===== src/rtl/nand_seq_pkg.sv =====
package nand_seq_pkg;
   localparam logic [7:0] OP_READ0       = 8'h00;
   localparam logic [7:0] OP_READ1       = 8'h01;
   localparam logic [7:0] OP_RND_OUT     = 8'h05;
   localparam logic [7:0] OP_PROG_CONF   = 8'h10;
   localparam logic [7:0] OP_READ_CONF   = 8'h30;
   localparam logic [7:0] OP_SPARE_READ  = 8'h50;
   localparam logic [7:0] OP_ERASE_SETUP = 8'h60;
   localparam logic [7:0] OP_STATUS      = 8'h70;
   localparam logic [7:0] OP_PROG_SETUP  = 8'h80;
   localparam logic [7:0] OP_IDENT       = 8'h90;
   localparam logic [7:0] OP_ERASE_CONF  = 8'hD0;
   localparam logic [7:0] OP_RND_CONF    = 8'hE0;

   localparam int B_VALID   = 31;
   localparam int B_ADDR_LO = 27;
   localparam int B_RD      = 26;
   localparam int B_WR      = 25;
   localparam int B_CE      = 19;
   localparam int S_ECC_GEN = 30;
   localparam int S_WIDE    = 29;
   localparam int S_RS      = 27;
   localparam int S_CONF    = 8;
   localparam int I_DONE    = 31;
   localparam int I_DMA     = 28;

   typedef struct packed {
      logic is_read;
      logic is_write;
      logic ident;
      logic read0;
      logic rnd;
      logic spare;
      logic defer;
      logic defer_prog;
      logic conf_prog;
      logic conf_erase;
   } op_class_t;
endpackage


===== src/rtl/nand_op_decode.sv =====
module nand_op_decode
   import nand_seq_pkg::*;
(
   input  logic [7:0] op,
   output op_class_t  cls
);
   always_comb begin
      cls = '0;
      case (op)
         OP_READ0:       begin cls.is_read = 1'b1; cls.read0 = 1'b1; end
         OP_READ1:       cls.is_read = 1'b1;
         OP_RND_OUT:     begin cls.is_read = 1'b1; cls.rnd = 1'b1; end
         OP_SPARE_READ:  begin cls.is_read = 1'b1; cls.spare = 1'b1; end
         OP_IDENT,
         OP_STATUS:      begin cls.is_read = 1'b1; cls.ident = 1'b1; end
         OP_PROG_SETUP:  begin cls.is_write = 1'b1; cls.defer = 1'b1; cls.defer_prog = 1'b1; end
         OP_ERASE_SETUP: cls.defer = 1'b1;
         OP_PROG_CONF:   cls.conf_prog = 1'b1;
         OP_ERASE_CONF:  cls.conf_erase = 1'b1;
         default:        cls = '0;
      endcase
   end
endmodule


===== src/rtl/nand_addr_len.sv =====
module nand_addr_len
   import nand_seq_pkg::*;
#(
   parameter int LEN_W     = 16,
   parameter int ROW_BYTES = 3
) (
   input  op_class_t        cls,
   input  logic             wide,
   input  logic [LEN_W-1:0] column,
   input  logic             has_col,
   input  logic             has_page,
   input  logic [LEN_W-1:0] page_size,
   input  logic [LEN_W-1:0] spare_size,
   output logic [LEN_W-1:0] eff_col,
   output logic [2:0]       addr_bytes,
   output logic [LEN_W-1:0] len
);
   logic [2:0] col_b, row_b;

   always_comb begin
      eff_col    = (cls.spare && wide) ? column + page_size : column;
      col_b      = has_col ? (wide ? 3'd2 : 3'd1) : 3'd0;
      row_b      = has_page ? 3'(ROW_BYTES) : 3'd0;
      addr_bytes = cls.ident ? 3'd1 : col_b + row_b;
      if (cls.ident)
         len = LEN_W'(5);
      else if (cls.is_read || cls.is_write)
         len = page_size + spare_size - eff_col;
      else
         len = '0;
   end
endmodule


===== src/rtl/nand_cmd_seq.sv =====
module nand_cmd_seq
   import nand_seq_pkg::*;
#(
   parameter int LEN_W      = 16,
   parameter int PAGE_W     = 24,
   parameter int ROW_BYTES  = 3,
   parameter int SMALL_PAGE = 512,
   parameter int WIDE_PAGE  = 2048,
   parameter bit RS_ECC     = 1'b1
) (
   input  logic              clk,
   input  logic              rst_n,
   input  logic              req_valid,
   output logic              req_ready,
   input  logic [7:0]        req_opcode,
   input  logic [LEN_W-1:0]  req_column,
   input  logic              req_has_col,
   input  logic [PAGE_W-1:0] req_page,
   input  logic              req_has_page,
   input  logic [LEN_W-1:0]  page_size,
   input  logic [LEN_W-1:0]  spare_size,
   input  logic              chip_sel,
   input  logic              ecc_auto,
   input  logic              dma_en,
   input  logic              done_in,
   output logic              launch,
   output logic              busy,
   output logic [31:0]       cmd_word,
   output logic [31:0]       sec_word,
   output logic [LEN_W-1:0]  data_len,
   output logic [LEN_W-1:0]  xfer_col,
   output logic [PAGE_W-1:0] xfer_row,
   output logic              dma_valid,
   output logic [31:0]       dma_word,
   output logic [31:0]       irq_wait,
   output logic [31:0]       irq_clear
);
   localparam logic [31:0] DMA_BASE = 32'hC000_0000;
   localparam logic [31:0] IRQ_CLR  = (32'h1 << I_DONE) | (32'h1 << I_DMA);

   if (ROW_BYTES < 2 || ROW_BYTES > 3) begin : g_bad_row
      $error("ROW_BYTES must be 2 or 3");
   end
   if ((64'd1 << LEN_W) <= 64'(2 * WIDE_PAGE) || LEN_W > 30) begin : g_bad_len
      $error("LEN_W too small for a shifted spare column or above 30");
   end
   if (SMALL_PAGE >= WIDE_PAGE) begin : g_bad_page
      $error("SMALL_PAGE must be below WIDE_PAGE");
   end

   op_class_t        cls;
   logic             wide;
   logic [LEN_W-1:0] eff_col, new_len;
   logic [2:0]       abytes;
   logic             rs_bit;

   nand_op_decode u_dec (.op(req_opcode), .cls(cls));

   nand_addr_len #(.LEN_W(LEN_W), .ROW_BYTES(ROW_BYTES)) u_addr (
      .cls(cls), .wide(wide), .column(req_column), .has_col(req_has_col),
      .has_page(req_has_page), .page_size(page_size), .spare_size(spare_size),
      .eff_col(eff_col), .addr_bytes(abytes), .len(new_len));

   if (RS_ECC) begin : g_rs
      assign rs_bit = 1'b1;
   end else begin : g_no_rs
      assign rs_bit = 1'b0;
   end

   // deferred setup storage
   logic              pend_v, pend_prog;
   logic [31:0]       pend_cmd;
   logic [LEN_W-1:0]  pend_len, pend_col;
   logic [PAGE_W-1:0] pend_row;

   logic              accept, match, go, eff_read0, auto_v;
   logic [7:0]        eff_op, auto_op;
   logic [31:0]       base, new_cmd, sel_cmd, sel_sec, sel_dma, sel_wait;
   logic [LEN_W-1:0]  sel_len, sel_col;
   logic [PAGE_W-1:0] sel_row;
   logic              sel_dmav;

   assign req_ready = !busy;
   assign accept    = req_valid && !busy;
   assign wide      = page_size > LEN_W'(SMALL_PAGE);

   always_comb begin
      base            = '0;
      base[S_RS]      = rs_bit;
      base[S_WIDE]    = page_size == LEN_W'(WIDE_PAGE);
      eff_read0       = cls.read0 || (cls.spare && wide);
      eff_op          = (cls.spare && wide) ? OP_READ0 : req_opcode;
      auto_v          = cls.rnd || (eff_read0 && wide);
      auto_op         = cls.rnd ? OP_RND_CONF : OP_READ_CONF;

      new_cmd         = '0;
      new_cmd[B_VALID] = 1'b1;
      new_cmd[7:0]    = eff_op;
      new_cmd[B_CE]   = chip_sel;
      new_cmd[B_RD]   = cls.is_read;
      new_cmd[B_WR]   = cls.is_write;
      if (abytes != 3'd0)
         new_cmd[B_ADDR_LO+3:B_ADDR_LO] = {1'b1, abytes - 3'd1};

      match = pend_v && ((cls.conf_prog && pend_prog) || (cls.conf_erase && !pend_prog));
      go    = accept && (match || !cls.defer);

      if (match) begin
         sel_cmd = pend_cmd;
         sel_len = pend_len;
         sel_col = pend_col;
         sel_row = pend_row;
         sel_sec = base | (32'h1 << S_CONF) | 32'(req_opcode);
         sel_sec[S_ECC_GEN] = cls.conf_prog && ecc_auto;
      end else begin
         sel_cmd = new_cmd;
         sel_len = new_len;
         sel_col = eff_col;
         sel_row = req_page;
         sel_sec = auto_v ? (base | (32'h1 << S_CONF) | 32'(auto_op)) : 32'h0;
      end

      sel_dmav = dma_en && (sel_cmd[B_RD] || sel_cmd[B_WR]);
      sel_dma  = sel_dmav ? DMA_BASE + 32'(sel_len) : 32'h0;
      sel_wait = (dma_en && sel_cmd[B_RD]) ? (32'h1 << I_DMA) : (32'h1 << I_DONE);
   end

   always_ff @(posedge clk or negedge rst_n) begin
      if (!rst_n) begin
         launch    <= 1'b0;
         busy      <= 1'b0;
         cmd_word  <= '0;
         sec_word  <= '0;
         data_len  <= '0;
         xfer_col  <= '0;
         xfer_row  <= '0;
         dma_valid <= 1'b0;
         dma_word  <= '0;
         irq_wait  <= '0;
         irq_clear <= '0;
         pend_v    <= 1'b0;
         pend_prog <= 1'b0;
         pend_cmd  <= '0;
         pend_len  <= '0;
         pend_col  <= '0;
         pend_row  <= '0;
      end else begin
         launch    <= go;
         irq_clear <= go ? IRQ_CLR : 32'h0;
         if (go) begin
            busy      <= 1'b1;
            cmd_word  <= sel_cmd;
            sec_word  <= sel_sec;
            data_len  <= sel_len;
            xfer_col  <= sel_col;
            xfer_row  <= sel_row;
            dma_valid <= sel_dmav;
            dma_word  <= sel_dma;
            irq_wait  <= sel_wait;
         end else if (busy && done_in) begin
            busy <= 1'b0;
         end
         if (accept) begin
            if (cls.defer) begin
               pend_v    <= 1'b1;
               pend_prog <= cls.defer_prog;
               pend_cmd  <= new_cmd;
               pend_len  <= new_len;
               pend_col  <= eff_col;
               pend_row  <= req_page;
            end else begin
               pend_v <= 1'b0;
            end
         end
      end
   end
endmodule


===== config.mk =====
export PLATFORM = sky130hd
export DESIGN_NAME = nand_cmd_seq
export DESIGN_NICKNAME = d
export VERILOG_FILES = /design/src/rtl/nand_seq_pkg.sv /design/src/rtl/nand_op_decode.sv /design/src/rtl/nand_addr_len.sv /design/src/rtl/nand_cmd_seq.sv
export SDC_FILE = /design/constraint.sdc
export NUM_CORES = 1
export LEC_CHECK = 0
export BUFFER_PORTS_ARGS = -buffer_cell sky130_fd_sc_hd__buf_2
export CORE_UTILIZATION = 55
export DETAILED_ROUTE_END_ITERATION = 10
export GPL_TIMING_DRIVEN = 0
export PLACE_DENSITY = 0.83
export SLEW_MARGIN = 20
export SYNTH_ARGS = -nofsm -noshare
export SYNTH_HDL_FRONTEND = slang
export SYNTH_SLANG_ARGS = --single-unit

===== constraint.sdc =====
create_clock -name clk -period 4.3 [get_ports clk]
set_clock_uncertainty 0.05 [all_clocks]
set_input_delay 0.43 -clock clk [delete_from_list [all_inputs] [get_ports clk]]
set_output_delay 0.43 -clock clk [all_outputs]
set_load 0.03 [all_outputs]

Yosys cells after proc, flatten, opt, wreduce, memory -nomap -nowiden
Cells that the tools add are included.
{"block": "word_totals", "reg_bits": 293, "inputBits": 89, "word_cells": 94}
{"block": "classes", "add_sub_neg": 6, "n_lt_le_gt_ge": 1, "eq_ne": 10, "muxes": 31, "n_bitwise": 2, "reduce_logical": 27}
{"operator": "$mux 32", "count": 4}
{"operator": "$mux 16", "count": 5}
{"operator": "$or 30x8->30", "count": 2}
{"operator": "$add 16x16->16", "count": 2}
{"operator": "$add 31x17->32 const A", "count": 1}
{"operator": "$mux 31", "count": 1}
{"operator": "$mux 30", "count": 1}
{"operator": "$eq 8x7->1 const B", "count": 3}
{"operator": "$eq 8x8->1 const B", "count": 3}
{"operator": "$mux 24", "count": 1}
{"operator": "$eq 16x12->1 const B", "count": 1}
{"operator": "$gt 16x10->1 const B", "count": 1}
{"operator": "$mux 8", "count": 2}
{"operator": "$sub 16x16->16", "count": 1}
{"operator": "$mux 1", "count": 12}
{"operator": "$logic_and 1x1->1", "count": 11}
{"operator": "$eq 8x1->1 const B", "count": 1}
{"operator": "$eq 8x3->1 const B", "count": 1}
{"operator": "$eq 8x5->1 const B", "count": 1}
{"operator": "$logic_not 8->1", "count": 1}
{"operator": "$logic_or 1x1->1", "count": 6}
{"operator": "$mux 3", "count": 2}
{"operator": "$reduce_or 6->1", "count": 1}
{"operator": "$mux 2", "count": 2}
{"operator": "8 further kinds", "count": 11}

Logic depth before layout (Yosys ltp)
{"block": "logic_depth", "word_depth": 11, "ltp_mapped": 21}

Modules after synthesis
From an unflattened synthesis, not the netlist that was laid out.
{"block": "hier_totals", "hier_cells": 1228, "hier_area_um2": 10896.7}
{"mod": "nand_cmd_seq", "n_inst": 1, "cells_per_inst": 908, "area_each_um2": 8580.7}
{"mod": "nand_addr_len", "n_inst": 1, "cells_per_inst": 298, "area_each_um2": 2165.8}
{"mod": "nand_op_decode", "n_inst": 1, "cells_per_inst": 22, "area_each_um2": 150.1}

Worst setup path before layout
No wires, ideal clock.
{"block": "synth_path", "kind": "input -> register", "start": "in req_column[0]", "end": "reg pend_len[15]", "t_arrival_ps": 4716, "t_required_ps": 4181, "setup_slack_ps": -534, "path_stages": 19, "cell_sequence": "ha_1 > fa_1 > a21o_1 > a21oi_1 > o21bai_1 > a21o_1 > a21o_1 > a211o_1 > a22oi_1 > inv_1 > fa_1 > inv_1 > ha_1 > a21o_1 > or3_1 > o21ai_0 > nor2_1 > or4_1 > nand3_1"}
{"block": "synth_between", "elab_chain_cells": 5}
{"element": "start: declaration", "line": "nand_cmd_seq.sv:16", "source": "input logic [LEN_W-1:0] req_column,"}
{"element": "$add 16x16->16", "line": "nand_addr_len.sv:21", "source": "eff_col = (cls.spare && wide) ? column + page_size : column;"}
{"element": "$mux 16", "line": "nand_addr_len.sv:21"}
{"element": "net eff_col[10]", "line": "nand_cmd_seq.sv:53", "source": "logic [LEN_W-1:0] eff_col, new_len;"}
{"element": "$sub 16x16->16", "line": "nand_addr_len.sv:28", "source": "len = page_size + spare_size - eff_col;"}
{"element": "$mux 16", "line": "nand_addr_len.sv:27", "source": "else if (cls.is_read || cls.is_write)"}
{"element": "$mux 16", "line": "nand_addr_len.sv:25", "source": "if (cls.ident)"}
{"element": "end signal: assignment", "line": "nand_cmd_seq.sv:168", "source": "pend_len <= new_len;"}
{"element": "end: declaration", "line": "nand_cmd_seq.sv:73", "source": "logic [LEN_W-1:0] pend_len, pend_col;"}
The timed path passes the listed nets, and every way through them passes these cells.
A chain may end at the register's enable or synchronous reset.

Worst setup path after layout
Ends and elaborated chain as after synthesis.

==> insert_results.sql <==
INSERT INTO impl_metrics (metric_group, metric, value, unit) VALUES
('logic_synthesis', 'netlist.area_leader.share', '42.60', '%'),
('detailed_routing', 'final_antenna_net_count', '0', ''),
('placement', 'finalWeightedCongestion', '0.9509', ''),
('grt', 'number_of_global_route_vias_before_repair', '9090', ''),
('die', 'die_h', '139.5', 'µm'),
('detailed_routing', 'detail_route.wl_per_cell', '16.52', 'µm'),
('cells_and_area', 'fin_area', '0.01333', 'mm²'),
('detailed_routing', 'num_vias', '9582', ''),
('logic_synthesis', 'synth_most_common_cell', 'nand2_1', ''),
('detailed_routing', 'initialDrtViolationCount', '733', ''),
('setup_path', 'cpMostUsedCell', 'a21o_1', ''),
('placement', 'dp_hpwl', '22.19', 'mm'),
('grt', 'global_route.usage.total', '30.79', '%'),
('setup_path', 'crit_path_cell_trace', 'buf_8 > ha_4 > fa_2 > a21o_1 > a21oi_4 > o21bai_4 > a21o_1 > a21o_1 > a211o_1 > a22oi_2 > inv_1 > fa_1 > inv_2 > ha_4 > a21o_1 > or3_4 > o21ai_4 > nor2_4 > or4_4 > nand3_2', ''),
('timing', 'finalSetupViolCount', '1', ''),
('grt', 'grt_max_degree', '95', ''),
('placement', 'postPlaceCellArea', '0.01217', 'mm²'),
('setup_path', 'critPathMaxStageDelay', '510', 'ps'),
('run_status', 'run_status', 'finished with violations', ''),
('placement', 'io_buffer_count', '197', ''),
('cells_and_area', 'fraction_of_layout_instances_using_a_drive_strength_above_1', '27.13', '%'),
('logic_synthesis', 'netlist_top_cells_area', 'dfrtp_1, nand2_1, buf_4', ''),
('die', 'ios', '309', ''),
('cells_and_area', 'nNetsFinal', '1711', ''),
('logic_synthesis', 'yosys_warnings', '0', ''),
('setup_path', 'timing.critical_path.buf_inv', '3', ''),
('logic_synthesis', 'post_synth_instance_area', '0.01040', 'mm²'),
('clocking', 'ctsLongestPathBuffers', '2', ''),
('setup_path', 'worstPathArrival', '4640', 'ps'),
('logic_synthesis', 'postSynthRegisterBits', '177', ''),
('logic_synthesis', 'synthArstFlopShare', '100.0', '%'),
('setup_path', 'critical_path.startpoint_type', 'primary input', ''),
('logic_synthesis', 'synth.avg_cell_area', '8.501', 'µm²'),
('detailed_routing', 'detail_route.drc_violations', '0', ''),
('setup_path', 'cp_data_required_time', '4630', 'ps'),
('cells_and_area', 'layout.filler_cells', '1400', ''),
('pwr', 'max-vdd-ir-drop', '0.2753', 'mV'),
('clocking', 'clock_sinks', '177', ''),
('detailed_routing', 'met2RoutedLength', '14.62', 'mm'),
('timing', 'timing.slew.headroom', '35.27', '%'),
('timing', 'worstMarginPinSlew', '966.7', 'ps'),
('timing', 'fin_ws', '-11.22', 'ps'),
('timing', 'timing.fmax', '232.0', 'MHz'),
('grt', 'initial_antenna_violation_count', '3', ''),
('timing', 'grt_setup_unrepaired', 'true', ''),
('run_status', 'violations', 'negative setup slack', ''),
('timing', 'finalHoldViolations', '0', ''),
('logic_synthesis', 'synth_largest_area_cell', 'dfrtp_1', ''),
('grt', 'grt_overflow', '0', ''),
('die', 'die_extent_in_x', '139.5', 'µm'),
('pwr', 'cellLeakagePower', '7.125', 'nW'),
('job', 'max-cap-violations', '0', ''),
('clocking', 'tritoncts', 'yes', ''),
('cells_and_area', 'area.growth.synth_to_final', '28.17', '%'),
('timing', 'setup_tns', '-11.22', 'ps'),
('grt', 'grt_first_pass_wirelength', '46.53', 'mm'),
('detailed_routing', 'length_of_the_first_detailed_routing_pass_in_iterations', '5', ''),
('logic_synthesis', 'synthTopCellsByCount', 'nand2_1, dfrtp_1, buf_4', ''),
('logic_synthesis', 'synth_sequential_area_ratio', '42.60', '%'),
('pwr', 'design_power_total', '5.123', 'mW'),
('detailed_routing', 'met3WireLength', '2.817', 'mm'),
('logic_synthesis', 'synthCells', '1223', ''),
('clocking', 'clock_buffers_created_by_tritoncts', '17', ''),
('die', 'die_area', '0.01946', 'mm²'),
('logic_synthesis', 'number_of_synthesized_flops_with_an_enable_pin', '0', ''),
('die', 'initial_utilization', '56.90', '%'),
('die', 'std_cell_rows', '49', ''),
('pwr', 'cellPowerDensity', '384.5', 'mW/mm²'),
('timing', 'fin_crit_sh', '100.3', '%'),
('clocking', 'clkSlewWorstSetupHoldPaths', '70', 'ps'),
('detailed_routing', 'max_used_layer', 'met4', '');
routing by layer:
metal | vias to the layer above | global-route usage (%)
met3 | 72 | 5.575
met2 | 479 | 51.68
met5 | - | 0
li1 | 4525 | -
met1 | 4506 | 39.57
met4 | 0 | 12.05
path summary, 6_finish.rpt:
check	end	depth (start not counted)	start
worst min-delay path	busy	2	done_in
max in group asynchronous	dma_word[13]	3	rst_n
worst max register to register	busy	7	busy
worst max-delay path	pend_len[15]	20	req_column[0]
min in group asynchronous	pend_cmd[2]	2	rst_n
worst min register to register	cmd_word[4]	2	cmd_word[4]
layout make-up:
class                      count  area [µm²]  share of cell area [%]
inverter                      75       281.5                   2.113
timing repair buffer         221        1231                   9.239
clock buffer                  17       425.4                   3.192
clock inverter                15       217.7                   1.634
sequential                   177        4429                   33.24
multi-input combinational    906        5336                   40.05
tap                          229       286.5                   2.150
antenna                        3       7.507                 0.05634
buffer                       174        1110                   8.329
power breakdown:
group          internal, mW  switching (mW)  leakage [nW]
sequential             1.81          0.0784          2.31
clock                 0.948           0.752         0.315
combinational         0.528            1.01          4.50
state kept, by name (all words and copies together) (netlist names), 11 cells and up:
register	flops
sec_word	11
pend_col	16
xfer_row	24
data_len	16
cmd_word	16
pend_row	24
dma_word	17
pend_cmd	16
xfer_col	16
pend_len	16
through the flow:
step | worst slack [ps] | instances | hold slack, ps | utilization, %
after global placement | -1064 | 1758 | 397.6 | 66.40
after CTS | 1.846 | 1799 | 109.9 | 71.35
final | -11.22 | 1817 | 121.7 | 72.94
after detailed placement | -996.1 | 1759 | 404.9 | 66.60
after floorplan | -108.1 | 1332 | 84.41 | -
after global routing | -130.2 | 1816 | 145.9 | 72.92
cells by family after synthesis:
group           Yosys count  synth area share, %
compound gates          246                14.55
xor+xnor                 29                2.576
fa+ha+maj                50                7.173
buf+inv                 249                13.17
flops                   177                42.60
mux                      11                1.216
other cells               1              0.03607
simple gates            460                18.68
cells in the final DEF, fill, tap and decap left out, drive strengths merged, types with 13 or more instances in the layout:
cell    netlist  layout
nor3         15      15
a22oi        13      13
a21oi        42      42
buf         121     343
inv          75      83
a31oi        31      31
a21o         14      14
nand3        22      22
nor2         72      72
xnor2        20      20
o21ai        88      88
ha           34      34
and2         17      17
clkbuf       53      68
conb          1     110
fa           16      16
dfrtp       177     177
nand2       296     296
timing repair:
action	4_1_cts	5_1_grt
hold buffers	1	0
hold endpoints to repair	83	0
setup endpoints to repair	30	24
resized for setup	39	38
pin swaps	16	15
setup buffers	7	15
Note: power is estimated with default switching activity, not from simulation.
